==> src/rtl/wsel_pkg.sv <==
package wsel_pkg;
    typedef enum logic [2:0] {
        ST_IDLE,
        ST_AVG,
        ST_SCAN,
        ST_EVAL,
        ST_DONE
    } sel_state_t;
endpackage

==> src/rtl/wsel_lfsr.sv <==
module wsel_lfsr #(
    parameter logic [15:0] SEED = 16'hACE1
) (
    input  logic        clk,
    input  logic        rst_n,
    input  logic        step,
    output logic [15:0] value
);
    logic [15:0] v_q;

    always_ff @(posedge clk or negedge rst_n) begin
        if (!rst_n) v_q <= SEED;
        else if (step) v_q <= {v_q[14:0], v_q[15] ^ v_q[13] ^ v_q[12] ^ v_q[10]};
    end

    assign value = v_q;

    assert_lfsr_live_R6: assert property (@(posedge clk) disable iff (!rst_n) v_q != 16'h0);
    assert_lfsr_moves_R6: assert property (@(posedge clk) disable iff (!rst_n)
        step |=> v_q != $past(v_q));
endmodule

==> src/rtl/wsel_life.sv <==
module wsel_life #(
    parameter int ENDUR = 100000,
    parameter int ERW   = 17
) (
    input  logic [ERW-1:0] erase,
    output logic [ERW-1:0] rem
);
    localparam logic [ERW-1:0] LIMIT = ERW'(ENDUR);

    always_comb begin
        if (erase >= LIMIT) rem = '0;
        else                rem = LIMIT - erase;
    end
endmodule

==> src/rtl/wsel_accept.sv <==
module wsel_accept #(
    parameter int ERW = 17
) (
    input  logic [ERW-1:0] rem,
    input  logic [ERW-1:0] avg,
    input  logic [15:0]    draw,
    output logic           accept,
    output logic           migrate_hint
);
    localparam int PW = ERW + 20;

    logic [PW-1:0] rem_w, avg_w, lhs, rhs;
    logic          sure;

    always_comb begin
        rem_w        = PW'(rem);
        avg_w        = PW'(avg);
        sure         = (rem_w * PW'(5)) >= (avg_w * PW'(4));
        lhs          = PW'(draw) * avg_w * PW'(4);
        rhs          = rem_w * PW'(327680);
        accept       = sure || (lhs < rhs);
        migrate_hint = (rem_w * PW'(20)) < (avg_w * PW'(17));
    end
endmodule

==> src/rtl/wear_victim_sel.sv <==
module wear_victim_sel #(
    parameter int          NBLK  = 16,
    parameter int          PAGES = 64,
    parameter int          ENDUR = 100000,
    parameter logic [15:0] SEED  = 16'hACE1
) (
    input  logic                         clk,
    input  logic                         rst_n,
    input  logic                         req,
    output logic [$clog2(NBLK)-1:0]      tbl_idx,
    input  logic [$clog2(PAGES+1)-1:0]   tbl_sup,
    input  logic [$clog2(ENDUR+1)-1:0]   tbl_erase,
    output logic                         done,
    output logic [$clog2(NBLK)-1:0]      sel_idx,
    output logic                         migrate,
    output logic                         empty
);
    import wsel_pkg::*;

    localparam int IW   = $clog2(NBLK);
    localparam int SUPW = $clog2(PAGES + 1);
    localparam int ERW  = $clog2(ENDUR + 1);
    localparam int SW   = ERW + IW;
    localparam logic [IW-1:0] LAST = IW'(NBLK - 1);

    sel_state_t state_q, state_d;

    logic [IW-1:0]   cnt_q;
    logic [SW-1:0]   sum_q, sum_next;
    logic [ERW-1:0]  avg_q, rem_now, eval_rem;
    logic [NBLK-1:0] rej_q;
    logic            have_q, first_q, better;
    logic [IW-1:0]   best_idx_q, grd_idx_q;
    logic [SUPW-1:0] best_sup_q;
    logic [ERW-1:0]  best_rem_q, grd_rem_q;
    logic [15:0]     draw;
    logic            accept, mig_hint;
    logic [IW-1:0]   sel_q;
    logic            mig_q, emp_q;

    wsel_life #(.ENDUR(ENDUR), .ERW(ERW)) u_life (.erase(tbl_erase), .rem(rem_now));

    wsel_lfsr #(.SEED(SEED)) u_lfsr (
        .clk(clk), .rst_n(rst_n),
        .step(state_q == ST_EVAL && have_q),
        .value(draw)
    );

    assign eval_rem = have_q ? best_rem_q : grd_rem_q;

    wsel_accept #(.ERW(ERW)) u_acc (
        .rem(eval_rem), .avg(avg_q), .draw(draw),
        .accept(accept), .migrate_hint(mig_hint)
    );

    assign sum_next = sum_q + SW'(rem_now);
    assign better   = (tbl_sup != '0) && !rej_q[cnt_q] &&
                      (!have_q || tbl_sup > best_sup_q ||
                       (tbl_sup == best_sup_q && rem_now > best_rem_q));

    // next-state logic
    always_comb begin
        state_d = state_q;
        unique case (state_q)
            ST_IDLE: if (req) state_d = ST_AVG;
            ST_AVG:  if (cnt_q == LAST) state_d = ST_SCAN;
            ST_SCAN: if (cnt_q == LAST) state_d = ST_EVAL;
            ST_EVAL: state_d = (have_q && !accept) ? ST_SCAN : ST_DONE;
            ST_DONE: state_d = ST_IDLE;
            default: state_d = ST_IDLE;
        endcase
    end

    // state register
    always_ff @(posedge clk or negedge rst_n) begin
        if (!rst_n) state_q <= ST_IDLE;
        else        state_q <= state_d;
    end

    // walk and search datapath
    always_ff @(posedge clk or negedge rst_n) begin
        if (!rst_n) begin
            cnt_q      <= '0;
            sum_q      <= '0;
            avg_q      <= '0;
            rej_q      <= '0;
            have_q     <= 1'b0;
            first_q    <= 1'b0;
            best_idx_q <= '0;
            best_sup_q <= '0;
            best_rem_q <= '0;
            grd_idx_q  <= '0;
            grd_rem_q  <= '0;
        end else begin
            unique case (state_q)
                ST_IDLE: if (req) begin
                    cnt_q   <= '0;
                    sum_q   <= '0;
                    rej_q   <= '0;
                    have_q  <= 1'b0;
                    first_q <= 1'b1;
                end
                ST_AVG: begin
                    sum_q <= sum_next;
                    cnt_q <= cnt_q + 1'b1;
                    if (cnt_q == LAST) avg_q <= ERW'(sum_next >> IW);
                end
                ST_SCAN: begin
                    cnt_q <= cnt_q + 1'b1;
                    if (better) begin
                        have_q     <= 1'b1;
                        best_idx_q <= cnt_q;
                        best_sup_q <= tbl_sup;
                        best_rem_q <= rem_now;
                    end
                end
                ST_EVAL: if (have_q) begin
                    if (first_q) begin
                        grd_idx_q <= best_idx_q;
                        grd_rem_q <= best_rem_q;
                        first_q   <= 1'b0;
                    end
                    if (!accept) begin
                        rej_q[best_idx_q] <= 1'b1;
                        have_q            <= 1'b0;
                        cnt_q             <= '0;
                    end
                end
                ST_DONE: ;
                default: ;
            endcase
        end
    end

    // result outputs
    always_ff @(posedge clk or negedge rst_n) begin
        if (!rst_n) begin
            sel_q <= '0;
            mig_q <= 1'b0;
            emp_q <= 1'b0;
        end else if (state_q == ST_EVAL) begin
            if (have_q && accept) begin
                sel_q <= best_idx_q;
                mig_q <= mig_hint;
                emp_q <= 1'b0;
            end else if (!have_q && first_q) begin
                sel_q <= '0;
                mig_q <= 1'b0;
                emp_q <= 1'b1;
            end else if (!have_q) begin
                sel_q <= grd_idx_q;
                mig_q <= mig_hint;
                emp_q <= 1'b0;
            end
        end
    end

    assign tbl_idx = cnt_q;
    assign done    = (state_q == ST_DONE);
    assign sel_idx = sel_q;
    assign migrate = mig_q;
    assign empty   = emp_q;

    assert_done_pulse_R10: assert property (@(posedge clk) disable iff (!rst_n) done |=> !done);
    assert_hold_out_R10: assert property (@(posedge clk) disable iff (!rst_n)
        (state_q == ST_IDLE && !req) |=> ($stable(sel_idx) && $stable(migrate) && $stable(empty)));
    assert_empty_clear_R9: assert property (@(posedge clk) disable iff (!rst_n)
        (done && empty) |-> (sel_idx == '0 && !migrate));
    assert_reject_marked_R7: assert property (@(posedge clk) disable iff (!rst_n)
        (state_q == ST_EVAL && have_q && !accept) |=> rej_q[$past(best_idx_q)]);
endmodule

==> config.mk <==
export PLATFORM = sky130hd
export DESIGN_NAME = wear_victim_sel
export DESIGN_NICKNAME = d
export VERILOG_FILES = /design/src/rtl/wsel_pkg.sv /design/src/rtl/wsel_lfsr.sv /design/src/rtl/wsel_life.sv /design/src/rtl/wsel_accept.sv /design/src/rtl/wear_victim_sel.sv
export SDC_FILE = /design/constraint.sdc
export NUM_CORES = 1
export LEC_CHECK = 0
export ABC_AREA = 1
export ABC_CLOCK_PERIOD_IN_PS = 7880
export BUFFER_PORTS_ARGS = -buffer_cell sky130_fd_sc_hd__buf_2
export CAP_MARGIN = 20
export CORE_MARGIN = 8
export CORE_UTILIZATION = 40
export DETAILED_ROUTE_END_ITERATION = 16
export HOLD_SLACK_MARGIN = 0.15
export SLEW_MARGIN = 20
export SYNTH_ARGS = -nofsm -noshare
export SYNTH_HDL_FRONTEND = slang
export SYNTH_SLANG_ARGS = --single-unit
==> constraint.sdc <==
create_clock -name clk -period 7.88 [get_ports clk]
set_clock_uncertainty 0.15 [all_clocks]
set_input_delay 1.97 -clock clk [delete_from_list [all_inputs] [get_ports clk]]
set_output_delay 1.97 -clock clk [all_outputs]
set_load 0.01 [all_outputs]
After elaboration in Yosys (flattened, before gate mapping)

Cells that the tools add are included.

Register bits: 134
Input port bits: 27
Output and inout bits: 11
Logic and storage cells: 119

$add $sub $neg: 3
Multipliers: 5
$lt $le $gt $ge: 9
Equality and inequality tests: 13
Mux-type cells: 38
Bitwise gates (word level): 4
Reductions and logical operators: 31

Operator list:

| kind                   | number |
|---|---|
| $mul 17x3->20 const B  | 3 |
| $mux 16                | 3 |
| $pmux 21 s2            | 1 |
| $lt 35x36->1           | 1 |
| $mux 17                | 2 |
| $mul 16x17->33         | 1 |
| $pmux 16 s2            | 1 |
| $mux 4                 | 6 |
| $lt 22x22->1           | 1 |
| $mul 17x5->22 const B  | 1 |
| $add 21x17->21         | 1 |
| $mux 21                | 1 |
| $ge 20x19->1           | 1 |
| $ge 17x17->1 const B   | 1 |
| $gt 17x17->1           | 1 |
| $sub 17x17->17 const A | 1 |
| $or 16x16->16          | 1 |
| $mux 1                 | 14 |
| $mux 3                 | 4 |
| $ne 2x2->1 const B     | 6 |
| $pmux 3 s4             | 1 |
| $pmux 4 s3             | 1 |
| $reduce_and 3->1       | 4 |
| $lt 4x5->1 const B     | 2 |
| 24 further kinds       | 44 |

Depth between registers and ports, before layout

Gate-level depths: netlist (run 1).

Depth after elaboration: 8
Gate-level depth with buffers: 47
Depth with buffers taken out: 44

Hierarchy

From an unflattened synthesis (run 1), not the netlist that was laid out.

Cell total of the unflattened synthesis: 2726
Area, all modules: 20350.8 sq um

By module, submodules not included:

| module          | times used | cells each | area each (sq um) | sequential area each (sq um) |
|---|---|---|---|---|
| wsel_accept     | 1          | 1675       | 12233.0           | 0.0 |
| wear_victim_sel | 1          | 830        | 6638.9            | 2952.8 |
| wsel_life       | 1          | 145        | 764.5             | 0.0 |
| wsel_lfsr       | 1          | 76         | 714.4             | 410.4 |

Worst setup path after synthesis (run 1)

No wires, ideal clock.

Kind: reg2reg
Start point: reg u_lfsr.v_q[15] (netlist: u_lfsr.value[15])
End point: reg rej_q[11]
Setup time: 116 ps
Arrival: 7152 ps
Path slack: 462 ps
Cell stages (with the launch flop): 36
Path buffers: 3
Period minus slack after synthesis: 7418 ps
Path through: dfstp_2 > clkbuf_1 > clkbuf_1 > nand2_1 > fa_1 > fa_1 > inv_1 > fa_1 > fa_1 > fa_1 > inv_1 > fa_1 > inv_1 > ha_1 > nand2_1 > o21ai_0 > inv_1 > o21ai_0 > a221oi_1 > o21ai_0 > a21oi_1 > xor2_1 > ha_1 > nand2_1 > o21ai_0 > a21oi_1 > nand3b_1 > nand3_1 > nand3_1 > nand2_1 > nand3_2 > nand2_4 > nand2_4 > buf_6 > nand2_1 > nand2_1

Word-level cells in the longest chain between the ends: 5

Ends and longest elaborated chain:

| what                            | RTL line               | text |
|---|---|---|
| from (decl)                     | wsel_lfsr.sv:9         | `logic [15:0] v_q;` |
| from (signal assigned)          | wsel_lfsr.sv:13        | `else if (step) v_q <= {v_q[14:0], v_q[15] ^ v_q[13] ^ v_q[12] ^ v_q[10]};` |
| $mul 16x17->33                  | wsel_accept.sv:19      | `lhs = PW'(draw) * avg_w * PW'(4);` |
| $lt 35x36->1                    | wsel_accept.sv:21      | `accept = sure \|\| (lhs < rhs);` |
| $logic_or 1x1->1                | wsel_accept.sv:21      |  |
| $ne 2x2->1 (no line)            | --                     |  |
| $reduce_and 4->1 (no line)      | --                     |  |
| to (signal assigned)            | wear_victim_sel.sv:86  | `rej_q <= '0;` |
| to (signal assigned)            | wear_victim_sel.sv:99  | `rej_q <= '0;` |
| to (signal, indexed assignment) | wear_victim_sel.sv:124 | `rej_q[best_idx_q] <= 1'b1;` |
| to (decl)                       | wear_victim_sel.sv:31  | `logic [NBLK-1:0] rej_q;` |

No other way between the ends.
A chain may end at the register's enable or synchronous reset.

Worst setup path after layout (run 1)

Start point: reg u_lfsr.v_q[5] (netlist: u_lfsr.value[5])
End point: reg rej_q[0]

The elaborated chain is that of the path after synthesis.

==> metrics.csv, run 1 <==
stage;metric;value;unit
grt;globalRouteTotalUtil;0.1925;
clocking;numClockSinks;134;
critical_path;critical-path-top-cell-by-count;nand2_1;
detailed_routing;dr.pass1.iters;6;
place;buffers_on_ports;37;
synthesis;post-synth-top-area-fraction;0.2135;
clocking;cts_tree;built;
layout;finish.instance_area;0.02224;mm²
synthesis;async_reset_ff_frac;1.000;
detailed_routing;detail_route_antenna_nets;0;
grt;overflow;0;
layout;design.final.nets;3185;
min_path;hold_path.class;reg -> reg;
critical_path;critPathMaxStageDelay;0.69;ns
grt;antenna_found_initial;0;
floorplanning;initial_utilization;0.4040;
detailed_routing;num_vias;16990;
clocking;clk_pin_slew_worst_paths;0.06;ns
grt;via_count_of_the_first_global_routing_pass;17420;
pwr;total_power;5.953;mW
synthesis;synth_area_leader_cell;fa_1;
clocking;cts_made_buffers;17;
floorplanning;total_die_area;0.05659;mm²
pwr;max-vdd-ir-drop;0.2246;mV
status;outcome;complete, no violations;
place;post-place-cells;3297;
critical_path;worst-endpoint-arrival;7.83;ns
clocking;cts-root-to-sink-buffers;2;
synthesis;yosysUniqueCellTypes;52;
synthesis;synth_most_common_cell;nand2_1;
critical_path;cp-start-kind;register;
clocking;cts-root-buf;clkbuf_16;
synthesis;synthesized_flop_and_latch_total;134;
pwr;powerDensity;267.6;mW/mm²
timing;timing.final.crit_period;7.609;ns
timing;timing_worst_slew_pin_value;0.9353;ns
critical_path;crit_type;reg -> reg;
synthesis;seq_area_frac_synth;0.1708;
grt;grt_pass1_wl;88240;µm
clocking;number_of_hold_buffers_added_after_cts;0;
layout;syn_to_final_growth;12.93;%
detailed_routing;totalWireLength;54260;µm
synthesis;syn_area;0.01969;mm²
timing;final.period_utilization;0.9656;
layout;non_filler_cells_final;3369;
floorplanning;die_height;237.9;µm
floorplanning;ios;38;
detailed_routing;routed_wire_length_per_instance;16.10;µm
synthesis;most_common_library_cells_after_synthesis;676 x nand2_1, 549 x inv_1, 256 x ha_1;
timing;setup_viol;0;
job;max_cap_violations;0;
clocking;clock_latency_late_sink;0.45;ns
floorplanning;core.rowCount;81;
critical_path;worst_path_max_delay_cell;dfstp_2;
place;place.gp.congestion;0.9062;
timing;max-slew-margin-rel;0.3751;
timing;fmax;0.1314;GHz
synthesis;synth_enable_flop_cells;0;
place;postPlaceCellArea;0.02090;mm²
floorplanning;floorplan.core_area;0.04875;mm²
detailed_routing;drt_drc;0;
floorplanning;die_width;237.9;µm
synthesis;yosys_most_used_dff;dfrtp_1;
pwr;leakage;12.69;nW
synthesis;synth_top_cells_by_area;fa_1 21%, ha_1 16%, dfrtp_1 16%, nand2_1 13%, inv_1 10%;
critical_path;cp.required;8.11;ns
place;dp.final_hpwl;42990;µm
synthesis;netlist_instances;2622;
detailed_routing;via_per_inst;5.042;
synthesis;yosysWarningCount;0;
critical_path;timing.critical_path.fanout_max;6;
clocking;htree_num_levels;4;
synthesis;mappedNetlistNets;3115;
critical_path;setup.worst_path.end_class;register;
layout;antenna-diode-count;0;
timing;finalMaxSlewViolations;0;
grt;grt_start_max_net_pins;81;
timing;final-hold-violation-count;0;
layout;post_route_cells_drive_above_1_share;0.1079;
detailed_routing;first_iter_violations;1392;
synthesis;synth_area_per_cell;7.511;µm²
layout;num-fill-cells;4891;
==> cells by family (layout without fill, tap and decap cells) <==
kind of cell    after synthesis  in the layout  synth area share
compound gates              348            348           0.09733
simple gates                948            950            0.1971
flops                       134            134            0.1708
fa+ha+maj                   466            466            0.3761
xor+xnor                     72             72           0.03202
buf+inv                     653            734            0.1261
mux                           1              1         0.0005083
==> sequential cells by signal, summed over array words and instances (netlist names) <==
name / count
tbl_idx: 4
avg_q: 17
sum_q: 21
state_q: 3
grd_rem_q: 17
u_lfsr.value: 16
migrate: 1
rej_q: 16
best_rem_q: 17
first_q: 1
sel_idx: 4
best_idx_q: 4
have_q: 1
grd_idx_q: 4
best_sup_q: 7
empty: 1
==> cells in the final DEF (no fill, tap or decap), types with 10 or more instances in the layout <==
cell       instances
nand2_2           15
xnor2_1           23
a21oi_1          119
nand3_1           70
buf_4             95
inv_1            546
buf_2             36
nor2_1           113
clkbuf_16         17
xor2_1            49
fa_1             204
nor4_1            10
o21ai_0          151
nand4_1           18
nor3_1            21
ha_1             245
dfrtp_1          108
o211ai_1          11
ha_4              11
dfrtp_2           16
nand2_1          663
==> worst max-delay path: cells and delay by family (launching register included) <==
family	cells	cell delay [ns]
flip-flops	1	0.69
adder cells (fa/ha/maj)	8	3.50
AND/OR/NAND/NOR	25	2.19
buffers and inverters	9	0.80
AO/OA/AOI/OAI	1	0.23
==> final timing paths <==
path                       cells past startpoint  slack (ns)                         from                          end
setup / recovery                              43        0.27  u_lfsr.value[5]$_DFFE_PN1P_         rej_q[0]$_DFFE_PN0P_
hold / removal                                 2        0.33            empty$_DFFE_PN0P_            empty$_DFFE_PN0P_
setup reg to reg                              43        0.27  u_lfsr.value[5]$_DFFE_PN1P_         rej_q[0]$_DFFE_PN0P_
hold reg to reg                                2        0.33            empty$_DFFE_PN0P_            empty$_DFFE_PN0P_
max in group asynchronous                      2        4.91                        rst_n  u_lfsr.value[8]$_DFFE_PN0P_
min in group asynchronous                      1        1.41                        rst_n    best_sup_q[4]$_DFFE_PN0P_
==> stage by stage <==
| stage | TNS [ns] | utilization | worst slack, ns | hold slack [ns] |
|---|---|---|---|---|
| after detailed placement | -0.2091 | 0.4288 | -0.05771 | 0.3233 |
| after CTS | 0 | 0.4413 | 0.007634 | 0.3383 |
| after global routing | -1.245 | 0.4562 | -0.08235 | 0.3612 |
| after floorplan | 0 | - | 0.4615 | 0.3034 |
| after global placement | 0 | 0.4288 | 0.09801 | 0.3173 |
| final | 0 | 0.4562 | 0.2713 | 0.3340 |
==> power breakdown <==
group / switching, mW / internal [mW] / total (mW) / leakage (nW)
Clock: 0.344 / 0.470 / 0.814 / 0.276
Combinational: 2.63 / 1.47 / 4.10 / 10.8
Sequential: 0.143 / 0.895 / 1.04 / 1.62
==> final cells by class <==
type	instances	area, µm²	area share
multi-input cells	1837	14220	0.6396
clock inverters	13	147.6	0.006639
inverters	555	2083	0.09367
repair buffers	147	1126	0.05063
clock buffers	19	432.9	0.01947
well taps	664	830.8	0.03736
flip-flops and latches	134	3395	0.1526
==> per-layer routing <==
layer  GRT usage  wire length [µm]  vias up
li1            -                 -     8265
met1      0.2541             24840     8255
met2      0.3292             25750      377
met3     0.02550              2194       89
met4     0.05242              1481        0
met5           0                 0        -
==> timing repair <==
| action | 4_1_cts | 5_1_grt |
|---|---|---|
| pin swaps | 0 | 51 |
| setup buffers | 2 | 35 |
| setup endpoints to repair | 24 | 29 |
| gates resized for setup | 7 | 100 |
| gates cloned | 0 | 3 |
(Power assumes the default switching activity.)
==> inputs of run 2 (changes only) <==
--- a/config.mk
+++ b/config.mk
@@ -8,11 +8,12 @@
 export ABC_AREA = 1
 export ABC_CLOCK_PERIOD_IN_PS = 7880
 export BUFFER_PORTS_ARGS = -buffer_cell sky130_fd_sc_hd__buf_2
-export CAP_MARGIN = 20
+export CAP_MARGIN = 5
 export CORE_MARGIN = 8
 export CORE_UTILIZATION = 40
 export DETAILED_ROUTE_END_ITERATION = 16
 export HOLD_SLACK_MARGIN = 0.15
+export PLACE_DENSITY = 0.65
 export SLEW_MARGIN = 20
 export SYNTH_ARGS = -nofsm -noshare
 export SYNTH_HDL_FRONTEND = slang
==> run 2 against run 1 <==
  * Combinational power fell by 1%
  * Critical endpoint is now rej_q[4]$_DFFE_PN0P_
  * First-iteration DRC count fell by 19%
  * Non-clock buffer count fell by 33
  * Core utilization fell by 0.62 points
  * Clock power rose by 1%
  * Register-to-register slack improved by 0.07 ns
  * Power fell by 0.54%
  * Hold slack barely moved
  * Die area did not move
==> metrics.csv, run 2 (synthesized netlist as in run 1, its figures left out) <==
stage;metric;value;unit
grt;grt_pass1_wl;88180;µm
clocking;clock_latency_late_sink;0.45;ns
detailed_routing;dr_wl_met2;25400;µm
timing;final.period_utilization;0.9573;
timing;totalNegativeSetupSlack;0;ns
clocking;cts-root-buf;clkbuf_16;
place;postPlaceCellArea;0.02084;mm²
critical_path;cp-start-kind;register;
detailed_routing;via_per_inst;5.089;
clocking;numClockSinks;134;
timing;finalMaxSlewViolations;0;
pwr;powerDensity;269.9;mW/mm²
critical_path;setup.worst_path.end_class;register;
status;outcome;complete, no violations;
detailed_routing;wl_met3;2971;µm
critical_path;worst_path_max_delay_cell;dfrtp_1;
critical_path;cp.required;8.07;ns
place;buffers_on_ports;37;
detailed_routing;first_iter_violations;1123;
clocking;cts_made_buffers;17;
floorplanning;core.rowCount;81;
place;dp.final_hpwl;42020;µm
layout;num-fill-cells;4832;
timing;timing.final.crit_period;7.543;ns
grt;via_count_of_the_first_global_routing_pass;17730;
grt;antenna_found_initial;0;
layout;antenna-diode-count;0;
clocking;cts_tree;built;
timing;timing_worst_slew_pin_value;1.003;ns
grt;overflow;0;
floorplanning;total_die_area;0.05659;mm²
critical_path;crit_type;reg -> reg;
clocking;cts-root-to-sink-buffers;2;
layout;design.final.nets;3151;
floorplanning;ios;38;
min_path;hold_path.class;reg -> reg;
detailed_routing;drt_drc;0;
floorplanning;initial_utilization;0.4040;
layout;layout_commonest_cell;nand2_1;
clocking;clk_pin_slew_worst_paths;0.06;ns
place;place.gp.congestion;0.9011;
floorplanning;die_height;237.9;µm
grt;grt_start_max_net_pins;76;
critical_path;critPathMaxStageDelay;0.67;ns
layout;syn_to_final_growth;11.39;%
layout;post_route_cells_drive_above_1_share;0.09173;
detailed_routing;dr.pass1.iters;6;
detailed_routing;routed_wire_length_per_instance;15.82;µm
floorplanning;floorplan.core_area;0.04875;mm²
timing;max-slew-margin-rel;0.3310;
layout;max_flop_register;sum_q;
clocking;htree_num_levels;4;
layout;finish.instance_area;0.02194;mm²
layout;layout.core_utilization;0.4500;
grt;globalRouteTotalUtil;0.1908;
pwr;max-vdd-ir-drop;0.2745;mV
detailed_routing;routedLengthMet1;23380;µm
detailed_routing;num_vias;16970;
detailed_routing;totalWireLength;52770;µm
detailed_routing;highest-signal-layer;met4;
timing;layout_setup_ws;0.3367;ns
layout;flip_flop_count_of_the_largest_register_after_layout;21;
timing;final-hold-violation-count;0;
timing;setup_viol;0;
critical_path;worst-endpoint-arrival;7.73;ns
place;dp_slack;-0.1263;ns
timing;fmax;0.1326;GHz
critical_path;timing.critical_path.fanout_max;11;
detailed_routing;detail_route_antenna_nets;0;
floorplanning;die_width;237.9;µm
critical_path;ff2ff_setup_slack;0.34;ns
pwr;leakage;12.55;nW
job;max_cap_violations;0;
layout;final_cell_mix;668 x nand2_1, 546 x inv_1, 245 x ha_1;
-- run 2: cell count changes in the layout (fill, tap and decap cells not counted), moves of 4 or more --
cell / before / now
nand2_2: 15 / 10
dfrtp_1: 108 / 113
nand2_1: 663 / 668
buf_4: 95 / 63
dfrtp_2: 16 / 12
-- run 2: path summary, 6_finish.rpt --
path,start,end,cells after the start
worst max-delay path,avg_q[11]$_DFFE_PN0P_,rej_q[4]$_DFFE_PN0P_,31
worst min-delay path,migrate$_DFFE_PN0P_,migrate$_DFFE_PN0P_,2
worst max register to register,avg_q[11]$_DFFE_PN0P_,rej_q[4]$_DFFE_PN0P_,31
worst min register to register,migrate$_DFFE_PN0P_,migrate$_DFFE_PN0P_,2
max in group asynchronous,rst_n,avg_q[6]$_DFFE_PN0P_,2
min in group asynchronous,rst_n,rej_q[0]$_DFFE_PN0P_,1
-- run 2: critical path, delay by kind of cell (launching register included) --
family,cells,cell delay [ns]
xor gates and xnor gates,1,0.16
and+or+nand+nor,17,2.18
DFF,1,0.67
buffers and inverters,3,0.17
adders and majority gates,8,3.87
AOI/OAI and AO/OA,2,0.25
-- run 2: layout make-up --
type                       instances  area, µm²  share of cell area
clock inverter                    14      146.4            0.006673
inverter                         555       2083             0.09496
multi-input combinational       1836      14140              0.6446
sequential                       134       3393              0.1547
tap                              664      830.8             0.03787
clock buffer                      18      439.2             0.02002
timing repair buffer             114      904.6             0.04124
-- run 2: where the power goes --
| group | internal [mW] | total [mW] | leakage, nW | switching, mW |
|---|---|---|---|---|
| clock | 0.476 | 0.825 | 0.283 | 0.349 |
| combinational | 1.44 | 4.06 | 10.6 | 2.62 |
| sequential | 0.894 | 1.04 | 1.62 | 0.141 |
-- run 2: layer usage --
| layer | up-vias | GRT usage |
|---|---|---|
| li1 | 8195 | - |
| met1 | 8225 | 0.2487 |
| met2 | 480 | 0.3295 |
| met3 | 72 | 0.02561 |
| met4 | 0 | 0.05261 |
| met5 | - | 0 |
-- run 2: stage by stage --
stage          total power [mW]  hold WS (ns)  std cells
6_report                  5.920        0.3337       3335
5_1_grt                   6.574        0.3609       3335
4_1_cts                   5.871        0.3362       3319
3_5_place_dp              5.009        0.3218       3287
3_3_place_gp              4.844        0.3182       3287
2_1_floorplan             3.951        0.3034       2622
-- run 2: timing repair --
action	CTS	global route
cloned	0	1
buffers inserted	0	15
resized for setup	6	79
endpoints found under the setup margin	26	29
hold buffers	0	0
endpoints found under the hold margin	0	0
pin swaps	0	35
